### src/rtl/chb5_pkg.sv
package chb5_pkg;

   typedef enum logic [1:0] {
      ARR_SAME      = 2'd0,
      ARR_MIRROR    = 2'd1,
      ARR_ALTERNATE = 2'd2,
      ARR_RANDOM    = 2'd3
   } carrier_arr_e;

   localparam int NUM_BANDS = 4;

   typedef logic [2:0] level_t;

   // upper device pattern {c2_right, c2_left, c1_right, c1_left}
   function automatic logic [3:0] upper_pattern(level_t lv);
      case (lv)
         3'b010:  return 4'b0101;
         3'b001:  return 4'b0001;
         3'b111:  return 4'b0010;
         3'b110:  return 4'b1010;
         default: return 4'b0000;
      endcase
   endfunction

   function automatic logic band_inverted(carrier_arr_e arr, int k);
      case (arr)
         ARR_MIRROR:    return (k >= NUM_BANDS / 2);
         ARR_ALTERNATE: return (k % 2) == 1;
         default:       return 1'b0;
      endcase
   endfunction

endpackage

### src/rtl/chb5_carrier.sv
module chb5_carrier
   import chb5_pkg::*;
#(
   parameter int          BAND      = 16,
   parameter int          PRE_NOM   = 4,
   parameter bit          RANDOM_EN = 1'b1,
   parameter logic [15:0] LFSR_SEED = 16'hACE1,
   localparam int         BW        = $clog2(BAND + 1)
) (
   input  logic          clk,
   input  logic          rst,
   input  logic          rnd_mode,
   output logic [BW-1:0] tri_val
);
   localparam int PMIN  = PRE_NOM - PRE_NOM / 4;
   localparam int PSPAN = (PRE_NOM / 4) * 2 + 1;
   localparam int PMAX  = PMIN + PSPAN - 1;
   localparam int PLW   = $clog2(PMAX + 1);
   localparam int CPW   = $clog2(2 * BAND);

   logic [PLW-1:0] pre_cnt, pre_len, pre_next;
   logic [CPW-1:0] cph;
   logic           tick, wrap;

   assign tick = (pre_cnt == pre_len - PLW'(1));
   assign wrap = tick && (cph == CPW'(2 * BAND - 1));

   generate
      if (RANDOM_EN) begin : g_rand
         logic [15:0] lfsr;
         always_ff @(posedge clk) begin
            if (rst)
               lfsr <= LFSR_SEED;
            else if (wrap)
               lfsr <= {1'b0, lfsr[15:1]} ^ (lfsr[0] ? 16'hB400 : 16'h0000);
         end
         always_comb begin
            if (rnd_mode)
               pre_next = PLW'(32'(PMIN) + (32'(lfsr) % 32'(PSPAN)));
            else
               pre_next = PLW'(PRE_NOM);
         end
      end else begin : g_fixed
         assign pre_next = PLW'(PRE_NOM);
      end
   endgenerate

   always_ff @(posedge clk) begin
      if (rst) begin
         pre_cnt <= '0;
         pre_len <= PLW'(PRE_NOM);
         cph     <= '0;
      end else if (tick) begin
         pre_cnt <= '0;
         if (wrap) begin
            cph     <= '0;
            pre_len <= pre_next;
         end else begin
            cph <= cph + CPW'(1);
         end
      end else begin
         pre_cnt <= pre_cnt + PLW'(1);
      end
   end

   always_comb begin
      if (cph < CPW'(BAND))
         tri_val = BW'(cph);
      else
         tri_val = BW'(2 * BAND - int'(cph));
   end

   p_len_bounds_r6: assert property (@(posedge clk) disable iff (rst)
      (pre_len >= PLW'(PMIN)) && (pre_len <= PLW'(PMAX)));

   p_len_hold_r6: assert property (@(posedge clk) disable iff (rst)
      !$stable(pre_len) |-> $past(wrap));

   p_tri_range_r3: assert property (@(posedge clk) disable iff (rst)
      tri_val <= BW'(BAND));

   p_step_r3: assert property (@(posedge clk) disable iff (rst)
      (tick && !wrap) |=> (cph == $past(cph) + CPW'(1)));

endmodule

### src/rtl/chb5_reference.sv
module chb5_reference #(
   parameter int  REF_STEPS = 64,
   parameter int  REF_TICK  = 80,
   parameter int  PEAK      = 32,
   parameter int  MIW       = 8,
   localparam int VW        = $clog2(PEAK + 1) + 1
) (
   input  logic                 clk,
   input  logic                 rst,
   input  logic [MIW:0]         mod_index,
   output logic signed [VW-1:0] ref_val
);
   localparam int RPW  = $clog2(REF_STEPS);
   localparam int HALF = REF_STEPS / 2;
   localparam int HSH  = 2 * (RPW - 1);
   localparam int RTW  = $clog2(REF_TICK);
   localparam int ONE  = 1 << MIW;

   logic [RTW-1:0] rcnt;
   logic [RPW-1:0] rph;
   logic [31:0]    q, mag, mi, amp;

   always_ff @(posedge clk) begin
      if (rst) begin
         rcnt <= '0;
         rph  <= '0;
      end else if (rcnt == RTW'(REF_TICK - 1)) begin
         rcnt <= '0;
         rph  <= rph + RPW'(1);
      end else begin
         rcnt <= rcnt + RTW'(1);
      end
   end

   always_comb begin
      q   = 32'(rph[RPW-2:0]);
      mag = (32'(4 * PEAK) * q * (32'(HALF) - q)) >> HSH;
      mi  = (32'(mod_index) > 32'(ONE)) ? 32'(ONE) : 32'(mod_index);
      amp = (mag * mi) >> MIW;
      if (rph[RPW-1])
         ref_val = -$signed(VW'(amp));
      else
         ref_val = $signed(VW'(amp));
   end

   p_ref_peak_r7: assert property (@(posedge clk) disable iff (rst)
      (ref_val <= $signed(VW'(PEAK))) && (ref_val >= -$signed(VW'(PEAK))));

   p_ref_sign_r7: assert property (@(posedge clk) disable iff (rst)
      rph[RPW-1] |-> (ref_val <= 0));

endmodule

### src/rtl/chb5_compare.sv
module chb5_compare
   import chb5_pkg::*;
#(
   parameter int  BAND = 16,
   parameter int  VW   = 7,
   localparam int BW   = $clog2(BAND + 1)
) (
   input  carrier_arr_e         arr,
   input  logic [BW-1:0]        tri_val,
   input  logic signed [VW-1:0] ref_val,
   output level_t               level_next
);
   logic [NUM_BANDS-1:0] above;

   for (genvar k = 0; k < NUM_BANDS; k++) begin : g_band
      logic signed [VW-1:0] carrier;
      always_comb begin
         if (band_inverted(arr, k))
            carrier = VW'((k - 2) * BAND + BAND - int'(tri_val));
         else
            carrier = VW'((k - 2) * BAND + int'(tri_val));
      end
      assign above[k] = (ref_val > carrier);
   end

   assign level_next = level_t'(3'($countones(above)) - 3'd2);

endmodule

### src/rtl/chb5_gate_drive.sv
module chb5_gate_drive
   import chb5_pkg::*;
(
   input  logic       clk,
   input  logic       rst,
   input  level_t     level_next,
   output level_t     level_q,
   output logic [7:0] gate_q
);
   logic [3:0] up_next;

   assign up_next = upper_pattern(level_next);

   always_ff @(posedge clk) begin
      if (rst) begin
         level_q <= '0;
         gate_q  <= 8'hF0;
      end else begin
         level_q <= level_next;
         gate_q  <= {~up_next, up_next};
      end
   end

   p_reset_zero_r1: assert property (@(posedge clk)
      rst |=> (level_q == 3'b000) && (gate_q == 8'hF0));

   p_legs_compl_r9: assert property (@(posedge clk) disable iff (rst)
      gate_q[7:4] == ~gate_q[3:0]);

   p_cell_block_r10: assert property (@(posedge clk) disable iff (rst)
      !(gate_q[0] && gate_q[1]) && !(gate_q[2] && gate_q[3]));

   p_level_range_r2: assert property (@(posedge clk) disable iff (rst)
      ($signed(level_q) <= 3'sd2) && ($signed(level_q) >= -3'sd2));

   p_pos_sign_r8: assert property (@(posedge clk) disable iff (rst)
      gate_q[0] |-> ($signed(level_q) > 3'sd0));

   p_neg_sign_r8: assert property (@(posedge clk) disable iff (rst)
      gate_q[1] |-> ($signed(level_q) < 3'sd0));

endmodule

### src/rtl/chb5_pwm.sv
module chb5_pwm
   import chb5_pkg::*;
#(
   parameter int          BAND       = 16,
   parameter int          PRE_NOM    = 4,
   parameter int          FREQ_RATIO = 40,
   parameter int          REF_STEPS  = 64,
   parameter int          MIW        = 8,
   parameter bit          RANDOM_EN  = 1'b1,
   parameter logic [15:0] LFSR_SEED  = 16'hACE1
) (
   input  logic         clk,
   input  logic         rst,
   input  logic [1:0]   arr_sel,
   input  logic [MIW:0] mod_index,
   output logic [7:0]   gate,
   output logic [2:0]   level
);
   localparam int PEAK     = 2 * BAND;
   localparam int CAR_CLKS = 2 * BAND * PRE_NOM;
   localparam int REF_TICK = CAR_CLKS * FREQ_RATIO / REF_STEPS;
   localparam int VW       = $clog2(PEAK + 1) + 1;
   localparam int BW       = $clog2(BAND + 1);

   if (BAND < 2) begin : g_chk_band
      $error("BAND must be at least 2");
   end
   if ((PRE_NOM < 4) || (PRE_NOM % 4 != 0)) begin : g_chk_pre
      $error("PRE_NOM must be a multiple of 4");
   end
   if ((REF_STEPS < 4) || ((REF_STEPS & (REF_STEPS - 1)) != 0)) begin : g_chk_steps
      $error("REF_STEPS must be a power of two, at least 4");
   end
   if (((CAR_CLKS * FREQ_RATIO) % REF_STEPS != 0) || (REF_TICK < 2)) begin : g_chk_tick
      $error("reference period must split evenly into REF_STEPS samples");
   end

   carrier_arr_e         arr;
   logic [BW-1:0]        tri_val;
   logic signed [VW-1:0] ref_val;
   level_t               level_next, level_q;
   logic [7:0]           gate_q;

   assign arr = carrier_arr_e'(arr_sel);

   chb5_carrier #(
      .BAND      (BAND),
      .PRE_NOM   (PRE_NOM),
      .RANDOM_EN (RANDOM_EN),
      .LFSR_SEED (LFSR_SEED)
   ) u_carrier (
      .clk      (clk),
      .rst      (rst),
      .rnd_mode (arr == ARR_RANDOM),
      .tri_val  (tri_val)
   );

   chb5_reference #(
      .REF_STEPS (REF_STEPS),
      .REF_TICK  (REF_TICK),
      .PEAK      (PEAK),
      .MIW       (MIW)
   ) u_reference (
      .clk       (clk),
      .rst       (rst),
      .mod_index (mod_index),
      .ref_val   (ref_val)
   );

   chb5_compare #(
      .BAND (BAND),
      .VW   (VW)
   ) u_compare (
      .arr        (arr),
      .tri_val    (tri_val),
      .ref_val    (ref_val),
      .level_next (level_next)
   );

   chb5_gate_drive u_gate (
      .clk        (clk),
      .rst        (rst),
      .level_next (level_next),
      .level_q    (level_q),
      .gate_q     (gate_q)
   );

   assign gate  = gate_q;
   assign level = level_q;

   p_gate_tracks_r2: assert property (@(posedge clk) disable iff (rst)
      (level_q == 3'b000) |-> (gate_q == 8'hF0));

endmodule

### config.mk
export PLATFORM = sky130hd
export DESIGN_NAME = chb5_pwm
export DESIGN_NICKNAME = d
export VERILOG_FILES = /design/src/rtl/chb5_pkg.sv /design/src/rtl/chb5_carrier.sv /design/src/rtl/chb5_reference.sv /design/src/rtl/chb5_compare.sv /design/src/rtl/chb5_gate_drive.sv /design/src/rtl/chb5_pwm.sv
export SDC_FILE = /design/constraint.sdc
export NUM_CORES = 1
export LEC_CHECK = 0
export BUFFER_PORTS_ARGS = -buffer_cell sky130_fd_sc_hd__buf_2
export CAP_MARGIN = 20
export CORE_UTILIZATION = 35
export DETAILED_ROUTE_END_ITERATION = 8
export MAX_ROUTING_LAYER = met4
export PLACE_DENSITY = 0.57
export SYNTH_ARGS = -nofsm -noshare
export SYNTH_HDL_FRONTEND = slang
export SYNTH_HIERARCHICAL = 1
export SYNTH_SLANG_ARGS = --single-unit
### constraint.sdc
create_clock -name clk -period 11.95 [get_ports clk]
set_input_delay 2.39 -clock clk [delete_from_list [all_inputs] [get_ports clk]]
set_output_delay 2.39 -clock clk [all_outputs]
set_load 0.1 [all_outputs]
======== After elaboration in Yosys (flattened, before gate mapping) ========
Cells that the tools add are included.
word-level totals
  bits in registers ....................... 51
  input port bits ......................... 13
  output and inout port bits .............. 11
  word-level logic and storage cells ...... 66
cells by class
  add/sub/neg operators ................... 19
  $mul .................................... 2
  divide/modulo/power cells ............... 1
  $lt $le $gt $ge ......................... 6
  equal/unequal tests ..................... 10
  mux-type cells .......................... 13
  bitwise operators ....................... 2
  reduce and logical (&&, ||, !) cells .... 5
operators with widths
  kind                     count
  $mod A16 B2 Y32 const B  1
  $mul A22 B32 Y15         1
  $mul A5 B32 Y25          1
  $gt A7 B7 Y1             4
  $mux W7                  4
  $mux W16                 1
  $pmux W4 S4              1
  $xor A15 B16 Y16         1
  $sub A6 B5 Y7 const A    2
  $mux W5                  2
  $gt A9 B9 Y1 const B     1
  $mux W9                  1
  $add A5 B6 Y7 const A    1
  $add A6 B6 Y7 const A    1
  $add A7 B1 Y7 const B    1
  $eq A7 B7 Y1 const B     1
  $neg A7 Y7               1
  $add A5 B5 Y6 const A    1
  $add A6 B1 Y6 const B    1
  $eq A3 B3 Y1 const B     2
  $reduce_or A2 Y1         3
  $sub A1 B5 Y6 const A    1
  $sub A5 B5 Y6 const A    1
  $add A5 B1 Y5 const B    1
  other kinds (19)         23

======== Depth between registers and ports, before layout ========
  word-level depth ........................ 12
  depth in mapped cells ................... 47
  gate-level depth less buffers ........... 46

======== Modules after synthesis ========
The synthesis kept the hierarchy.
by module, submodules not included
  module           instances  cells each  area each (um^2)  sequential area each (um^2)
  chb5_reference   1          450         3828.7            260.2
  chb5_carrier     1          529         3819.9            540.5
  chb5_compare     1          108         870.8             0.0
  chb5_gate_drive  1          24          299.0             220.2
  chb5_pwm         1          1           6.3               0.0

======== Worst setup path after synthesis ========
No wires, ideal clock.
  path type ............................... reg2reg
  from .................................... register u_reference.rph[0]
  to ...................................... register u_gate.gate_q[6]
  library setup time ...................... 0.127 ns
  arrival ................................. 10.876 ns
  required time ........................... 11.823 ns
  slack ................................... 0.947 ns
  stages on the path, launching flop included .. 45
  buffers on the path ..................... 1
  clock period less this slack ............ 11.003 ns
  cell sequence ........................... dfxtp_1 clkbuf_1 inv_1 ha_1 ha_1 nand2b_1 fa_1 inv_1 fa_1 inv_1 fa_1 inv_1 ha_1 a211oi_1 nor2_1 o41ai_1 xnor2_1 nor2_1 [9 not listed] a31oi_4 o21ai_2 or3_1 a22oi_2 xnor3_1 xnor2_1 ha_1 nand4_1 a21oi_1 o221ai_1 fa_1 inv_1 ha_1 inv_1 ha_1 inv_1 nand2b_1 or3_1
on the way
  longest elaborated chain between the ends .. 12
  elaborated cells between the ends (all ways) .. 19
  those cells by class .................... 6 x add/sub; 2 x mul; 4 x order compare; 4 x eq/ne; 2 x mux; 1 x bitwise
ends and longest elaborated chain
  what                                   line                   RTL
  from (decl)                            chb5_reference.sv:20   logic [RPW-1:0] rph;
  from (signal assigned)                 chb5_reference.sv:29   rph <= rph + RPW'(1);
  $sub A6 B5 Y7                          chb5_reference.sv:37   mag = (32'(4 * PEAK) * q * (32'(HALF) - q)) >> HSH;
  $mul A5 B32 Y25 *                      chb5_reference.sv:37
  $mul A22 B32 Y15 *                     chb5_reference.sv:39   amp = (mag * mi) >> MIW;
  $neg A7 Y7                             chb5_reference.sv:41   ref_val = -$signed(VW'(amp));
  $mux W7 *                              chb5_reference.sv:40   if (rph[RPW-1])
  named net ref_val[6]                   chb5_pwm.sv:40         logic signed [VW-1:0] ref_val;
  $gt A7 B7 Y1                           chb5_compare.sv:23     assign above[k] = (ref_val > carrier);
  $add A1 B1 Y2 (implied by the code)    chb5_compare.sv:26     assign level_next = level_t'(3'($countones(above)) - 3'd2);
  $add A3 B3 Y3 (implied by the code) *  chb5_compare.sv:26
  $sub A3 B2 Y3 *                        chb5_compare.sv:26
  named net level_next[1]                chb5_pwm.sv:41         level_t level_next, level_q;
  $eq A3 B3 Y1 (tied with other cells)   chb5_pkg.sv:16         case (lv)
  $pmux W4 S4 *                          chb5_pkg.sv:16
  $not A4 Y4 *                           chb5_gate_drive.sv:20  gate_q <= {~up_next, up_next};
  to (signal assigned)                   chb5_gate_drive.sv:20
  to (decl)                              chb5_gate_drive.sv:8   output logic [7:0] gate_q
The timed path passes the listed nets; every way through them passes the cells marked *.
A chain may end at the register's enable or synchronous reset.

======== Final worst setup path ========
  from .................................... register u_reference.rph[1]
  to ...................................... register u_gate.gate_q[6]
The elaborated chain is that of the path after synthesis.

==> results.md <==
- Clk pwr share: 20.0%
- Layout area overhead: 5.86%
- Final setup fails: 0
- Via Count: 7,754
- Final wirelength: 21.5 mm
- Reg2reg path depth: 44
- Main flop type after synthesis: dfxtp_1
- DR iter-0 viols: 748
- NetSw: 0.000340 W
- Initial antenna violation count: 0
- EDFF count, synth: 0
- WS Path Type: flip-flop to flip-flop
- Switching share of power: 46.2%
- Yosys warnings: 6
- Outcome: completed
- Total track usage: 17.2%
- Post-DP HPWL: 17.1 mm
- Max-cap violations: 0
- Portion of netlist area occupied by mux cells: 2.34%
- Avg Inst Size Synth: 7.94 um^2
- Antenna Cells: 0
- Async SR Flop Fraction: 0%
- Fin crit period: 11,310 ps
- CP Launch Type: flip-flop
- Sequential fraction of the synthesis area: 11.6%
- Leakage power: 4.12 nW
- Post-synthesis cell type count: 104
- CP peak stage delay: 550 ps
- Post-Synthesis Cells: 1,112
- Arrival @ worst endpoint: 11,480 ps
- Ratio of final minimum period to clock period: 94.6%
- Clock transition at path regs: 70 ps
- Max Fclk: 88.4 MHz
- TritonCTS buffer count: 5
- # IOs: 24
- Least-Margin Pin Slew: 976 ps
- Slew margin rel.: 34.4%
- Layout Nets: 1,261
- Drt pass-1 iters: 6
- CP max FO: 7
- Starting Density: 36.0%
- Detailed-route vias per instance: 5.44
- First-pass GRT wire length: 36.3 mm
- Buffers and inverters on the worst path: 10
- Levels on crit path: 44
- Longest Clk Path Bufs: 2
- Setup TNS: 0 ps
- Hold Crit Depth: 1
- Remaining DRCs: 0
- Die Width: 161 um
- Count of final hold-check violations: 0
- Post-Syn Area: 8820 um^2
- GP Congestion: 0.896
- RSZ-0062 raised after global routing: no
- CTS tree: yes
- Number of clock sinks: 51
- Hold WC Path Type: flip-flop to flip-flop
- Maximum vdd ir drop: 0.154 mV
- Most frequent CP cell: inv_1
- Proportion of layout cells with a drive suffix above 1: 7.71%
- Post-synthesis xor/xnor area fraction: 7.59%
- Crit-path slowest cell: fa_1
- R2R Setup Slk: 640 ps
- Post-Synth Adder-Cell Area: 25.9%
- Synth Area in Compound Gates: 20.4%
- Die area: 25,900 um^2
- Slew Viols, Final: 0
- Setup crit end kind: flip-flop
- H-tree Lvls: 2
- Detailed-route wire length per cell: 15.0 um
- Vias in the first global route: 7,275
- Crit path max-delay family: adder cells
- Cell-internal power: 0.000396 W
- Chip Height: 161 um
- Antenna viol nets, final: 0
- Largest net degree at the start of global routing: 45
- CP required: 12,120 ps
- Power Dens Cells: 78.8 nW/um^2
- Comb pwr share: 53.0%
- Clock skew: 7.46 ps
- Reg power frac: 27.0%
- # rows: 57
- Clock Tree Root: clkbuf_16
- Core area: 24,500 um^2
- PortBufs: 23
- Worst skew pair latency: 290 ps
- Simple-gate portion of the synthesized area: 24.4%
- Main combinational cell family by area after synthesis: adder cells
- Global route total overflow: 0
- Synthesized flop and latch total: 51
- Final Power: 0.000736 W
==> layout by cell type (no fill, tap or decap), types with 24 or more instances in the layout <==
cell	count
buf_2	24
fa_1	60
nor2_1	110
dfxtp_1	50
o21ai_0	34
nand2_1	94
inv_1	103
nand3_1	41
a21oi_1	48
xnor2_1	47
ha_1	87
==> registers in the layout, indices dropped and copies added (netlist names) <==
signal and count:
u_reference/rcnt 7, u_carrier/pre_len 3, u_gate/level_q 3, u_carrier/pre_cnt 3, u_gate/gate_q 8, u_carrier/g_rand.lfsr 16, u_reference/rph 6, u_carrier/cph 5
==> power groups by stage <==
stage | Clock, W | Sequential (W) | Combinational (W)
global placement | 0 | 0.000204 | 0.000388
global route | 0.000157 | 0.000200 | 0.000438
finish | 0.000147 | 0.000199 | 0.000390
detailed placement | 0 | 0.000203 | 0.000389
CTS | 0.000149 | 0.000200 | 0.000391
floorplan | 0 | 0.000290 | 0.000223
==> per-layer routing <==
metal / track usage, % / routed length (um) / vias up / part of all wire (%)
met5: - / 0 / - / 0
met4: 2.87 / 182 / 0 / 0.85
met3: 1.58 / 987 / 14 / 4.6
met2: 27.9 / 10100 / 186 / 47
met1: 23.5 / 10200 / 3665 / 48
li1: - / - / 3889 / -
==> layout make-up <==
cell class	instances	area, um^2
clock buffer	5	125
multi-input combinational	905	7180
clock inverter	3	26.3
inverter	106	398
fill	2592	15200
timing repair buffer	32	180
tap	324	405
sequential	51	1020
==> stage by stage <==
step	std cells	hold WS [ps]	utilization, %	cell area (um^2)	worst slack, ps
4_1_cts	1423	445	37.8	9280	333
3_5_place_dp	1415	434	37.2	9120	366
3_3_place_gp	1414	430	37.2	9120	580
5_1_grt	1426	478	38.1	9340	9.24
6_report	1426	441	38.1	9340	640
2_1_floorplan	1116	412	-	8840	947
==> cell usage after synthesis, drive strengths merged (9+ instances only) <==
| master | instances | share of area, % |
|---|---|---|
| dfxtp | 51 | 12 |
| a21o | 12 | 1.0 |
| nand2b | 21 | 1.5 |
| buf | 26 | 1.9 |
| nor2 | 110 | 4.7 |
| o211ai | 14 | 1.2 |
| mux2i | 16 | 2.0 |
| inv | 104 | 4.4 |
| xnor2 | 52 | 5.2 |
| nor3 | 23 | 1.4 |
| a211oi | 16 | 1.4 |
| clkbuf | 27 | 1.1 |
| nand2 | 94 | 4.0 |
| o21ai | 41 | 2.6 |
| nor2b | 22 | 1.6 |
| nand4 | 16 | 1.2 |
| and3 | 16 | 1.1 |
| o31ai | 12 | 1.2 |
| nand3 | 41 | 2.3 |
| and2 | 20 | 1.4 |
| nand3b | 11 | 0.98 |
| xor2 | 21 | 2.1 |
| ha | 87 | 12 |
| o22ai | 14 | 0.99 |
| nor3b | 9 | 0.77 |
| fa | 60 | 14 |
| a21oi | 49 | 2.8 |
==> logic make-up after synthesis <==
logic type,after synthesis
mux,18
compound gates,243
buf+inv,160
xor+xnor,74
other cells,2
flops,51
simple gates,417
fa+ha+maj,147
==> path summary, 6_finish.rpt <==
kind,start,end
max,u_reference/rph[1]$_SDFFE_PP0P_,u_gate/gate_q[6]$_SDFF_PP1_
min,u_reference/rcnt[0]$_SDFF_PP0_,u_reference/rcnt[0]$_SDFF_PP0_
min reg2reg,u_reference/rcnt[0]$_SDFF_PP0_,u_reference/rcnt[0]$_SDFF_PP0_
max reg2reg,u_reference/rph[1]$_SDFFE_PP0P_,u_gate/gate_q[6]$_SDFF_PP1_
==> what timing repair did <==
item                                    in CTS  in global routing
buffers inserted                             0                  3
endpoints found under the setup margin       0                 10
resized for setup                            0                  7
hold buffers                                 0                  0
No activity file was read; power rests on OpenSTA's default activity.
